===== src/rtl/cbc_pkg.sv =====
package cbc_pkg;

  // Bus map constants: these are part of the console's address map.
  localparam int BUS_AW      = 16;
  localparam int ROM_OFS_W   = 14;   // 16 KiB ROM window
  localparam int RAM_OFS_W   = 13;   // 8 KiB external window
  localparam logic [3:0] EN_KEY = 4'hA;

  // Which part of the bus an address falls in.
  typedef enum logic [1:0] {
    WIN_ROM_FIXED = 2'd0,
    WIN_ROM_BANK  = 2'd1,
    WIN_EXT       = 2'd2,
    WIN_NONE      = 2'd3
  } win_e;

  // What the RAM/clock select points at.
  typedef enum logic [1:0] {
    SEL_RAM   = 2'd0,
    SEL_CLOCK = 2'd1,
    SEL_VOID  = 2'd2
  } sel_kind_e;

  // Control register targeted by a write into ROM space (addr[14:13]).
  typedef enum logic [1:0] {
    CR_ENABLE = 2'd0,
    CR_BANK   = 2'd1,
    CR_SELECT = 2'd2,
    CR_LATCH  = 2'd3
  } creg_e;

endpackage


===== src/rtl/cbc_ctrl_regs.sv =====
module cbc_ctrl_regs
  import cbc_pkg::*;
#(
  parameter int DATA_W     = 8,
  parameter int ROM_BANK_W = 7,
  parameter int SEL_W      = 4
) (
  input  logic                  clk,
  input  logic                  rst_n,
  input  logic                  wr_en,
  input  logic [2:0]            addr_top,     // bus_addr[15:13]
  input  logic [DATA_W-1:0]     wdata,
  output logic                  ram_en,
  output logic [ROM_BANK_W-1:0] rom_bank,
  output logic [SEL_W-1:0]      sel,
  output logic                  latch_stb
);

  logic  ctl_wr;
  creg_e target;
  logic  wr_enable, wr_bank, wr_select;
  logic [DATA_W-1:0] unused_wdata;

  assign ctl_wr    = wr_en && !addr_top[2];
  assign target    = creg_e'(addr_top[1:0]);
  assign wr_enable = ctl_wr && (target == CR_ENABLE);
  assign wr_bank   = ctl_wr && (target == CR_BANK);
  assign wr_select = ctl_wr && (target == CR_SELECT);
  assign latch_stb = ctl_wr && (target == CR_LATCH);
  assign unused_wdata = wdata;

  function automatic logic [ROM_BANK_W-1:0] bank_of(input logic [DATA_W-1:0] d);
    logic [ROM_BANK_W-1:0] b;
    b = d[ROM_BANK_W-1:0];
    return (b == '0) ? ROM_BANK_W'(1) : b;
  endfunction

  always_ff @(posedge clk or negedge rst_n) begin
    if (!rst_n) begin
      ram_en   <= 1'b0;
      rom_bank <= ROM_BANK_W'(1);
      sel      <= '0;
    end else begin
      if (wr_enable) ram_en   <= (wdata[3:0] == EN_KEY);
      if (wr_bank)   rom_bank <= bank_of(wdata);
      if (wr_select) sel      <= wdata[SEL_W-1:0];
    end
  end

  AST_BANK_NONZERO: assert property (@(posedge clk) disable iff (!rst_n)
    rom_bank != '0);
  AST_SEL_HOLD: assert property (@(posedge clk) disable iff (!rst_n)
    !wr_select |=> $stable(sel));
  AST_EN_HOLD: assert property (@(posedge clk) disable iff (!rst_n)
    !wr_enable |=> $stable(ram_en));

endmodule


===== src/rtl/cbc_addr_map.sv =====
module cbc_addr_map
  import cbc_pkg::*;
#(
  parameter int ROM_BANK_W = 7,
  parameter int SEL_W      = 4,
  parameter int RAM_BANKS  = 8,
  parameter int CLK_REGS   = 5,
  localparam int RAM_BANK_W = $clog2(RAM_BANKS),
  localparam int ROM_AW     = ROM_BANK_W + ROM_OFS_W,
  localparam int RAM_AW     = RAM_BANK_W + RAM_OFS_W
) (
  input  logic [BUS_AW-1:0]     addr,
  input  logic [ROM_BANK_W-1:0] rom_bank,
  input  logic [SEL_W-1:0]      sel,
  output win_e                  win,
  output sel_kind_e             sel_kind,
  output logic [ROM_AW-1:0]     rom_addr,
  output logic [RAM_AW-1:0]     ram_addr
);

  function automatic win_e window_of(input logic [BUS_AW-1:0] a);
    case (a[15:13])
      3'b000, 3'b001: return WIN_ROM_FIXED;
      3'b010, 3'b011: return WIN_ROM_BANK;
      3'b101:         return WIN_EXT;
      default:        return WIN_NONE;
    endcase
  endfunction

  function automatic sel_kind_e kind_of(input logic [SEL_W-1:0] s);
    if (int'(s) < RAM_BANKS)                 return SEL_RAM;
    if (int'(s) < RAM_BANKS + CLK_REGS)      return SEL_CLOCK;
    return SEL_VOID;
  endfunction

  // Fixed window reads bank 0, switched window reads the selected bank.
  function automatic logic [ROM_AW-1:0] rom_phys(input logic [BUS_AW-1:0] a,
                                                 input logic [ROM_BANK_W-1:0] b);
    logic [ROM_BANK_W-1:0] eff;
    eff = a[14] ? b : '0;
    return {eff, a[ROM_OFS_W-1:0]};
  endfunction

  function automatic logic [RAM_AW-1:0] ram_phys(input logic [BUS_AW-1:0] a,
                                                 input logic [SEL_W-1:0] s);
    return {s[RAM_BANK_W-1:0], a[RAM_OFS_W-1:0]};
  endfunction

  assign win      = window_of(addr);
  assign sel_kind = kind_of(sel);
  assign rom_addr = rom_phys(addr, rom_bank);
  assign ram_addr = ram_phys(addr, sel);

endmodule


===== src/rtl/cbc_clock_file.sv =====
module cbc_clock_file #(
  parameter int DATA_W   = 8,
  parameter int CLK_REGS = 5,
  parameter int IDX_W    = 3
) (
  input  logic              clk,
  input  logic              rst_n,
  input  logic              fitted,
  input  logic              wr_go,
  input  logic [IDX_W-1:0]  idx,
  input  logic [DATA_W-1:0] wdata,
  input  logic              latch_stb,
  output logic [DATA_W-1:0] rd_data
);

  logic [CLK_REGS-1:0][DATA_W-1:0] live;
  logic [CLK_REGS-1:0][DATA_W-1:0] held;
  logic latch_go;

  assign latch_go = latch_stb && fitted;

  for (genvar g = 0; g < CLK_REGS; g++) begin : g_reg
    always_ff @(posedge clk or negedge rst_n) begin
      if (!rst_n) begin
        live[g] <= '0;
        held[g] <= '0;
      end else begin
        if (wr_go && (int'(idx) == g)) live[g] <= wdata;
        if (latch_go)                  held[g] <= live[g];
      end
    end
  end

  always_comb begin
    rd_data = '1;
    for (int k = 0; k < CLK_REGS; k++)
      if (int'(idx) == k) rd_data = held[k];
  end

  AST_NOFIT_NO_LATCH: assert property (@(posedge clk) disable iff (!rst_n)
    !fitted |=> $stable(held));
  AST_IDLE_LIVE_HOLD: assert property (@(posedge clk) disable iff (!rst_n)
    !wr_go |=> $stable(live));

endmodule


===== src/rtl/cart_bank_ctrl.sv =====
module cart_bank_ctrl
  import cbc_pkg::*;
#(
  parameter int DATA_W     = 8,
  parameter int ROM_BANK_W = 7,
  parameter int SEL_W      = 4,
  parameter int RAM_BANKS  = 8,
  parameter int CLK_REGS   = 5,
  localparam int RAM_BANK_W = $clog2(RAM_BANKS),
  localparam int ROM_AW     = ROM_BANK_W + ROM_OFS_W,
  localparam int RAM_AW     = RAM_BANK_W + RAM_OFS_W,
  localparam int CIDX_W     = $clog2(CLK_REGS)
) (
  input  logic              clk,
  input  logic              rst_n,
  input  logic [BUS_AW-1:0] bus_addr,
  input  logic              bus_rd,
  input  logic              bus_wr,
  input  logic [DATA_W-1:0] bus_wdata,
  output logic [DATA_W-1:0] bus_rdata,
  output logic [ROM_AW-1:0] rom_addr,
  output logic              rom_cs,
  input  logic [DATA_W-1:0] rom_rdata,
  output logic [RAM_AW-1:0] ram_addr,
  output logic              ram_cs,
  output logic              ram_we,
  output logic [DATA_W-1:0] ram_wdata,
  input  logic [DATA_W-1:0] ram_rdata,
  input  logic              clock_fitted
);

  logic                  ram_en;
  logic [ROM_BANK_W-1:0] rom_bank;
  logic [SEL_W-1:0]      sel;
  logic                  latch_stb;
  win_e                  win;
  sel_kind_e             sel_kind;
  logic [DATA_W-1:0]     clk_rd;

  // Named internal events.
  logic ext_hit;       // access in the external window
  logic ram_access;    // enabled access to a RAM bank
  logic clock_access;  // enabled access to a fitted clock register
  logic clock_wr;

  cbc_ctrl_regs #(
    .DATA_W(DATA_W), .ROM_BANK_W(ROM_BANK_W), .SEL_W(SEL_W)
  ) i_regs (
    .clk(clk), .rst_n(rst_n), .wr_en(bus_wr), .addr_top(bus_addr[15:13]),
    .wdata(bus_wdata), .ram_en(ram_en), .rom_bank(rom_bank), .sel(sel),
    .latch_stb(latch_stb)
  );

  cbc_addr_map #(
    .ROM_BANK_W(ROM_BANK_W), .SEL_W(SEL_W), .RAM_BANKS(RAM_BANKS), .CLK_REGS(CLK_REGS)
  ) i_map (
    .addr(bus_addr), .rom_bank(rom_bank), .sel(sel), .win(win),
    .sel_kind(sel_kind), .rom_addr(rom_addr), .ram_addr(ram_addr)
  );

  assign ext_hit      = (win == WIN_EXT);
  assign ram_access   = ext_hit && ram_en && (sel_kind == SEL_RAM);
  assign clock_access = ext_hit && ram_en && (sel_kind == SEL_CLOCK) && clock_fitted;
  assign clock_wr     = clock_access && bus_wr;

  cbc_clock_file #(
    .DATA_W(DATA_W), .CLK_REGS(CLK_REGS), .IDX_W(CIDX_W)
  ) i_clock (
    .clk(clk), .rst_n(rst_n), .fitted(clock_fitted), .wr_go(clock_wr),
    .idx(CIDX_W'(sel - SEL_W'(RAM_BANKS))), .wdata(bus_wdata),
    .latch_stb(latch_stb), .rd_data(clk_rd)
  );

  assign rom_cs    = bus_rd && ((win == WIN_ROM_FIXED) || (win == WIN_ROM_BANK));
  assign ram_cs    = ram_access && (bus_rd || bus_wr);
  assign ram_we    = ram_access && bus_wr;
  assign ram_wdata = bus_wdata;

  always_comb begin
    bus_rdata = '1;
    case (win)
      WIN_ROM_FIXED, WIN_ROM_BANK: bus_rdata = rom_rdata;
      WIN_EXT: begin
        if (ram_access)        bus_rdata = ram_rdata;
        else if (clock_access) bus_rdata = clk_rd;
      end
      default: bus_rdata = '1;
    endcase
  end

  AST_WE_NEEDS_EN: assert property (@(posedge clk) disable iff (!rst_n)
    ram_we |-> ram_en);
  AST_DISABLED_FF: assert property (@(posedge clk) disable iff (!rst_n)
    (ext_hit && !ram_en) |-> (bus_rdata == '1));
  AST_VOID_SEL_FF: assert property (@(posedge clk) disable iff (!rst_n)
    (ext_hit && (sel_kind == SEL_VOID)) |-> ((bus_rdata == '1) && !ram_we));
  AST_CS_EXCLUSIVE: assert property (@(posedge clk) disable iff (!rst_n)
    $onehot0({rom_cs, ram_cs}));
  AST_ROM_CS_READ_ONLY: assert property (@(posedge clk) disable iff (!rst_n)
    rom_cs |-> bus_rd);

endmodule


===== config.mk =====
export PLATFORM = sky130hd
export DESIGN_NAME = cart_bank_ctrl
export DESIGN_NICKNAME = d
export VERILOG_FILES = /design/src/rtl/cbc_pkg.sv /design/src/rtl/cbc_ctrl_regs.sv /design/src/rtl/cbc_addr_map.sv /design/src/rtl/cbc_clock_file.sv /design/src/rtl/cart_bank_ctrl.sv
export SDC_FILE = /design/constraint.sdc
export NUM_CORES = 1
export LEC_CHECK = 0
export BUFFER_PORTS_ARGS = -buffer_cell sky130_fd_sc_hd__buf_2
export CORE_MARGIN = 5
export CORE_UTILIZATION = 40
export DETAILED_ROUTE_END_ITERATION = 12
export PLACE_DENSITY = 0.68
export SETUP_SLACK_MARGIN = 0.15
export SLEW_MARGIN = 15
export SYNTH_ARGS = -nofsm -noshare
export SYNTH_HDL_FRONTEND = slang
export SYNTH_SLANG_ARGS = --single-unit

===== constraint.sdc =====
create_clock -name clk -period 5.3 [get_ports clk]
set_clock_uncertainty 0.05 [all_clocks]
set_input_delay 0.53 -clock clk [delete_from_list [all_inputs] [get_ports clk]]
set_output_delay 0.53 -clock clk [all_outputs]
set_load 0.01 [all_outputs]

# Word level (Yosys, flattened, before mapping)
# Index checks and enable logic that the tools add are counted.
# totals
output_inout_bits,56
reg_bits,92
input_bits,45
elab_cells,80
# classes
n_reduce_logical,31
n_addsub,1
n_lt_le_gt_ge,2
mux,18
eq_ne,15
# op_table
cell,count
$mux 8,7
$logic_and 1x1->1,19
$pmux 8 s2,1
$mux 7,2
$eq 3x3->1 const B,4
$eq 3x2->1 const B,3
$lt 4x4->1 const B,2
$mux 2,4
$logic_not 7->1,1
$eq 2x1->1 const B,3
$eq 2x2->1 const B,3
$logic_not 2->1,3
$logic_not 3->1,2
$pmux 2 s3,1
$reduce_or 2->1,3
$eq 4x4->1 const B,1
$eq 3x1->1 const B,1
$mux 1,3
$sub 3x1->3 const B,1
$logic_or 1x1->1,2
$logic_not 1->1,1

# Depth between registers and ports, before layout
# depth
word_depth,11
depth_mapped,6
depth_no_buf,4

# Cells and area by module
# A second synthesis with hierarchy kept.
# unflattened
hier_cells,336
hier_area_um2,4543.1
# by_module_without_submodules
module,area_per_inst_um2,seq_area_each_um2,cells_per_inst,n_inst
cbc_clock_file,3438.3,2001.9,223,1
cbc_ctrl_regs,536.8,301.5,35,1
cbc_addr_map,302.8,0.0,44,1
cart_bank_ctrl,265.3,0.0,34,1

# Worst setup path after synthesis
# Ideal clock, no wire load.
# synth_path
path_type,input-to-output
startpoint,input bus_addr[14]
endpoint,output bus_rdata[2]
path_stages,4
required_ps,4720
arrival_time_ps,1494
slack_ps,3226
cell_sequence,and4b_2 -> nand3_4 -> a21oi_1 -> a31oi_1
# synth_between
elab_chain_len,10
word_cells_on_any_way,19
cone_classes,eq/ne: 6; mux: 4; reduce/logical: 9
# synth_lines
element,line,source
"start, declared",cart_bank_ctrl.sv:16,"input logic [BUS_AW-1:0] bus_addr,"
"$eq 3x2->1, or another cell as far along",cbc_addr_map.sv:22,case (a[15:13])
$reduce_or 2->1,cbc_addr_map.sv:22,
$pmux 2 s3 (*),cbc_addr_map.sv:22,
$eq 2x2->1,"cart_bank_ctrl.sv:61, cart_bank_ctrl.sv:81",
$logic_and 1x1->1,"cart_bank_ctrl.sv:62, cart_bank_ctrl.sv:63",
$logic_and 1x1->1 (2 in a row),cart_bank_ctrl.sv:63,assign clock_access = ext_hit && ram_en && (sel_kind == SEL_CLOCK) && clock_fitted;
$mux 8,cart_bank_ctrl.sv:85,else if (clock_access) bus_rdata = clk_rd;
$mux 8,cart_bank_ctrl.sv:84,if (ram_access) bus_rdata = ram_rdata;
$pmux 8 s2 (*),cart_bank_ctrl.sv:81,case (win)
"end, declared",cart_bank_ctrl.sv:20,"output logic [DATA_W-1:0] bus_rdata,"
# Every way passes the cells marked *; elsewhere a longest branch is shown, timed or not.

# Worst setup path after layout
# layout_path
startpoint,register i_regs.sel[0]
endpoint,output bus_rdata[2]
# layout_between
elab_chain_len,11
word_cells_on_any_way,27
cone_classes,add/sub: 1; order compare: 2; eq/ne: 5; mux: 14; reduce/logical: 5
# layout_lines
element,line,source
"start, declared",cbc_ctrl_regs.sv:15,"output logic [SEL_W-1:0] sel,"
"start signal, assigned",cbc_ctrl_regs.sv:46,if (wr_select) sel <= wdata[SEL_W-1:0];
$lt 4x4->1,cbc_addr_map.sv:32,if (int'(s) < RAM_BANKS + CLK_REGS) return SEL_CLOCK;
$mux 1 (2 in a row),cbc_addr_map.sv:32,
$mux 2,cbc_addr_map.sv:33,return SEL_VOID;
$mux 2,cbc_addr_map.sv:32,
$eq 2x1->1,cart_bank_ctrl.sv:63,
$logic_and 1x1->1 (2 in a row),cart_bank_ctrl.sv:63,
$mux 8,cart_bank_ctrl.sv:85,
$mux 8 (*),cart_bank_ctrl.sv:84,
$pmux 8 s2 (*),cart_bank_ctrl.sv:81,
# Every way passes the cells marked *; elsewhere a longest branch is shown, timed or not. The select of a mux whose other input is x is not followed.

==> results.md <==
- Status: finished, final reports clean
- Final setup fails: 0
- Post-DR vias/cell: 5.23
- Avg Cell Area, Syn: 13.0 um2
- Crit Path Max Fanout: 21
- Gr usage total: 14.5%
- Fin. Hold Viols: 0
- VDD IR max: 0.112 mV
- Post-CTS resize count: 0
- CTS tree: built
- Layout area overhead: 8.48%
- Syn_nets: 382
- First-pass GRT wire length: 14.6 mm
- Combinational share of power: 12.4%
- Number of synthesized flops with an enable pin: 0
- YS warnings: 0
- Crit share post-route: 60.0%
- RSZ-0062 raised after global routing: false
- Post-synthesis simple-gate area fraction: 7.65%
- CTS Sinks: 92
- ANT cells: 0
- Cell Count, Final, Fillers Out: 506
- FF+latch count, synth: 92
- Share of total power in the clock network: 34.1%
- HPWL reported at the end of detailed placement: 6.10 mm
- Most frequent cells in the layout: dfrtp_1, mux2_2, buf_2
- Max Clock Freq: 314 MHz
- Yosys cell types: 33
- Initial antenna violation count: 0
- Synth Area in Adders: 0%
- Grt ovf: 0
- Synth Area in XOR/XNOR: 0%
- Share of layout cells above drive strength 1: 49.7%
- Worst-path clk slew: 0.10 ns
- Fraction of registers with async set/reset: 100%
- DR iter-0 viols: 136
- Fillers: 997
- Fin nets: 406
- Total of max-cap violations: 0
- Yosys top cell area share: 52.1%
- Worst-Margin Slew: 0.940 ns
- Critical Path Slowest Stage Cell: dfrtp_1
- Core Footprint: 0.0108 mm2
- Critical path, cell by cell: nor2_1 -> inv_1 -> a21oi_1 -> a31oi_1 -> buf_2
- Slowest stage delay, CP: 0.74 ns
- CTS root buffer: clkbuf_8
- Inst Count DP: 489
- CP Class: reg2out
- Boundary pin count: 101
- Req. time, crit path: 4.72 ns
- Mux contribution to synthesized area: 26.2%
- ANT nets after route: 0
- Port Buffers: 61
- Detailed Routing Iterations Pass 1: 4
- H-tree levels: 3
- Worst slack, placed: 2.39 ns
- Sum Neg Setup Slack: 0 ns
- Net load switching power: 396 uW
- Slew margin rel.: 37.4%
- Pins Over Slew Limit: 0
- Commonest non-fill, non-tap cell in the layout: dfrtp_1
- Die width: 114 um
- Syn Inst Count: 337
- Synth area leaders: dfrtp_1, mux2_2, buf_4
- Leading area contributor after synthesis: dfrtp_1
- Initial cell density of the core: 40.5%
- P_int: 1030 uW
- DRT Wirelength: 9.02 mm
- CP Data Arrival Time: 2.60 ns
- Vias: 2647
- P per Cell Area: 301 mW/mm2
- Die area: 0.0131 mm2
- HP Class: reg2reg
- Synth Area in Compound Gates: 4.90%
- Flop pwr share: 53.5%
- Largest family of logic cells by synthesized area: multiplexers
- Post CTS Setup Buffer Count: 0
- Tmin final: 3.18 ns
- Placer congestion estimate: 0.790
- FP Rows: 38
- Worst-Skew Late Latency: 0.36 ns
- Synth Flop Type: dfrtp_1
- Leakage: 0.00235 uW
- Register area share after synthesis: 52.8%
- Setup WS post-layout: 2.12 ns
- Startpoint types: flip-flop
- DR DRC count: 0
- Net Sw Frac: 27.7%
- Worst Setup End Kind: output port
- CTS Buf Count: 9
- Die Y: 114 um
- Routed wire per std cell: 17.8 um
- Bufs on Longest Clock Path: 2
- Netlist Area Pre-Place: 0.00437 mm2
- Largest net degree at the start of global routing: 75
- Fin util: 43.9%
- Number of global-route vias before repair: 2802
==> cell usage after synthesis, types with 3 or more instances <==
cell type  count
mux2i_1        8
dfrtp_1       91
o221ai_1       5
clkbuf_1       5
a31oi_1        3
buf_2          7
nor2b_1        3
inv_1          5
o21ai_0        7
nand2_1       17
mux2_4         8
and2_1         7
mux2_2        84
nor2_1        10
buf_4         38
o22ai_1        8
nand2b_1       4
a21oi_1        8
o311ai_0       3
==> metrics by stage <==
stage | instance area (um2) | power (uW) | hold slack, ns
finish | 4740 | 1430 | 0.441
global route | 4740 | 1500 | 0.437
CTS | 4740 | 1440 | 0.437
detailed placement | 4520 | 958 | 0.367
global placement | 4520 | 956 | 0.357
floorplan | 4370 | 905 | 0.184
==> final timing paths <==
path | start | endpoint | depth (start not counted) | slack (ns)
max | i_regs.sel[0] | bus_rdata[2] | 5 | 2.12
min in group asynchronous | rst_n | i_regs.rom_bank[1] | 2 | 0.52
max in group asynchronous | rst_n | i_clock.held[7] | 3 | 3.49
min | i_clock.live[7] | i_clock.held[7] | 2 | 0.44
min reg2reg | i_clock.live[7] | i_clock.held[7] | 2 | 0.44
max reg2reg | i_regs.sel[0] | i_clock.live[13] | 3 | 2.90
==> cells by family after synthesis <==
kind of cell | count (synthesis)
mux | 100
flops | 92
buf+inv | 56
simple gates | 55
compound gates | 34
==> what timing repair did <==
item                                   CTS  global route
hold buffers                             1             0
endpoints found under the hold margin   18             0
setup endpoints to repair                0             0
==> sequential cells by signal, indices dropped and copies added (netlist names) <==
name / flops
i_clock.held: 40
i_clock.live: 40
i_regs.rom_bank: 7
i_regs.sel: 4
i_regs.ram_en: 1
==> area by class of cell <==
class | count | area [um2] | area share (%)
clock buffers | 9 | 124 | 2.61
clock inverters | 7 | 81.3 | 1.72
inverters | 5 | 18.8 | 0.396
multi-input cells | 189 | 1700 | 35.9
flip-flops and latches | 92 | 2300 | 48.6
well taps | 140 | 175 | 3.70
repair buffers | 64 | 333 | 7.03
==> worst max-delay path: cells and delay by family, from the launching register on <==
family	cells	cell delay, ns
AOI/OAI and AO/OA	2	0.88
buffers and inverters	2	0.26
DFF	1	0.74
and+or+nand+nor	1	0.37
==> layer usage <==
metal / vias to the layer above / part of all wire (%) / track usage (%)
met5: - / 0 / 0
met2: 53 / 49 / 23.4
met1: 1355 / 45 / 19.1
met4: 0 / 1.6 / 5.70
met3: 20 / 4.8 / 2.85
li1: 1219 / - / -
==> power by group through the flow <==
stage	clock, uW	sequential, uW	combinational (uW)
after global routing	532	769	196
after global placement	0	776	179
after CTS	497	764	181
after floorplan	0	752	153
final	487	764	177
after detailed placement	0	779	179
Power figures use the tool's default switching activity.
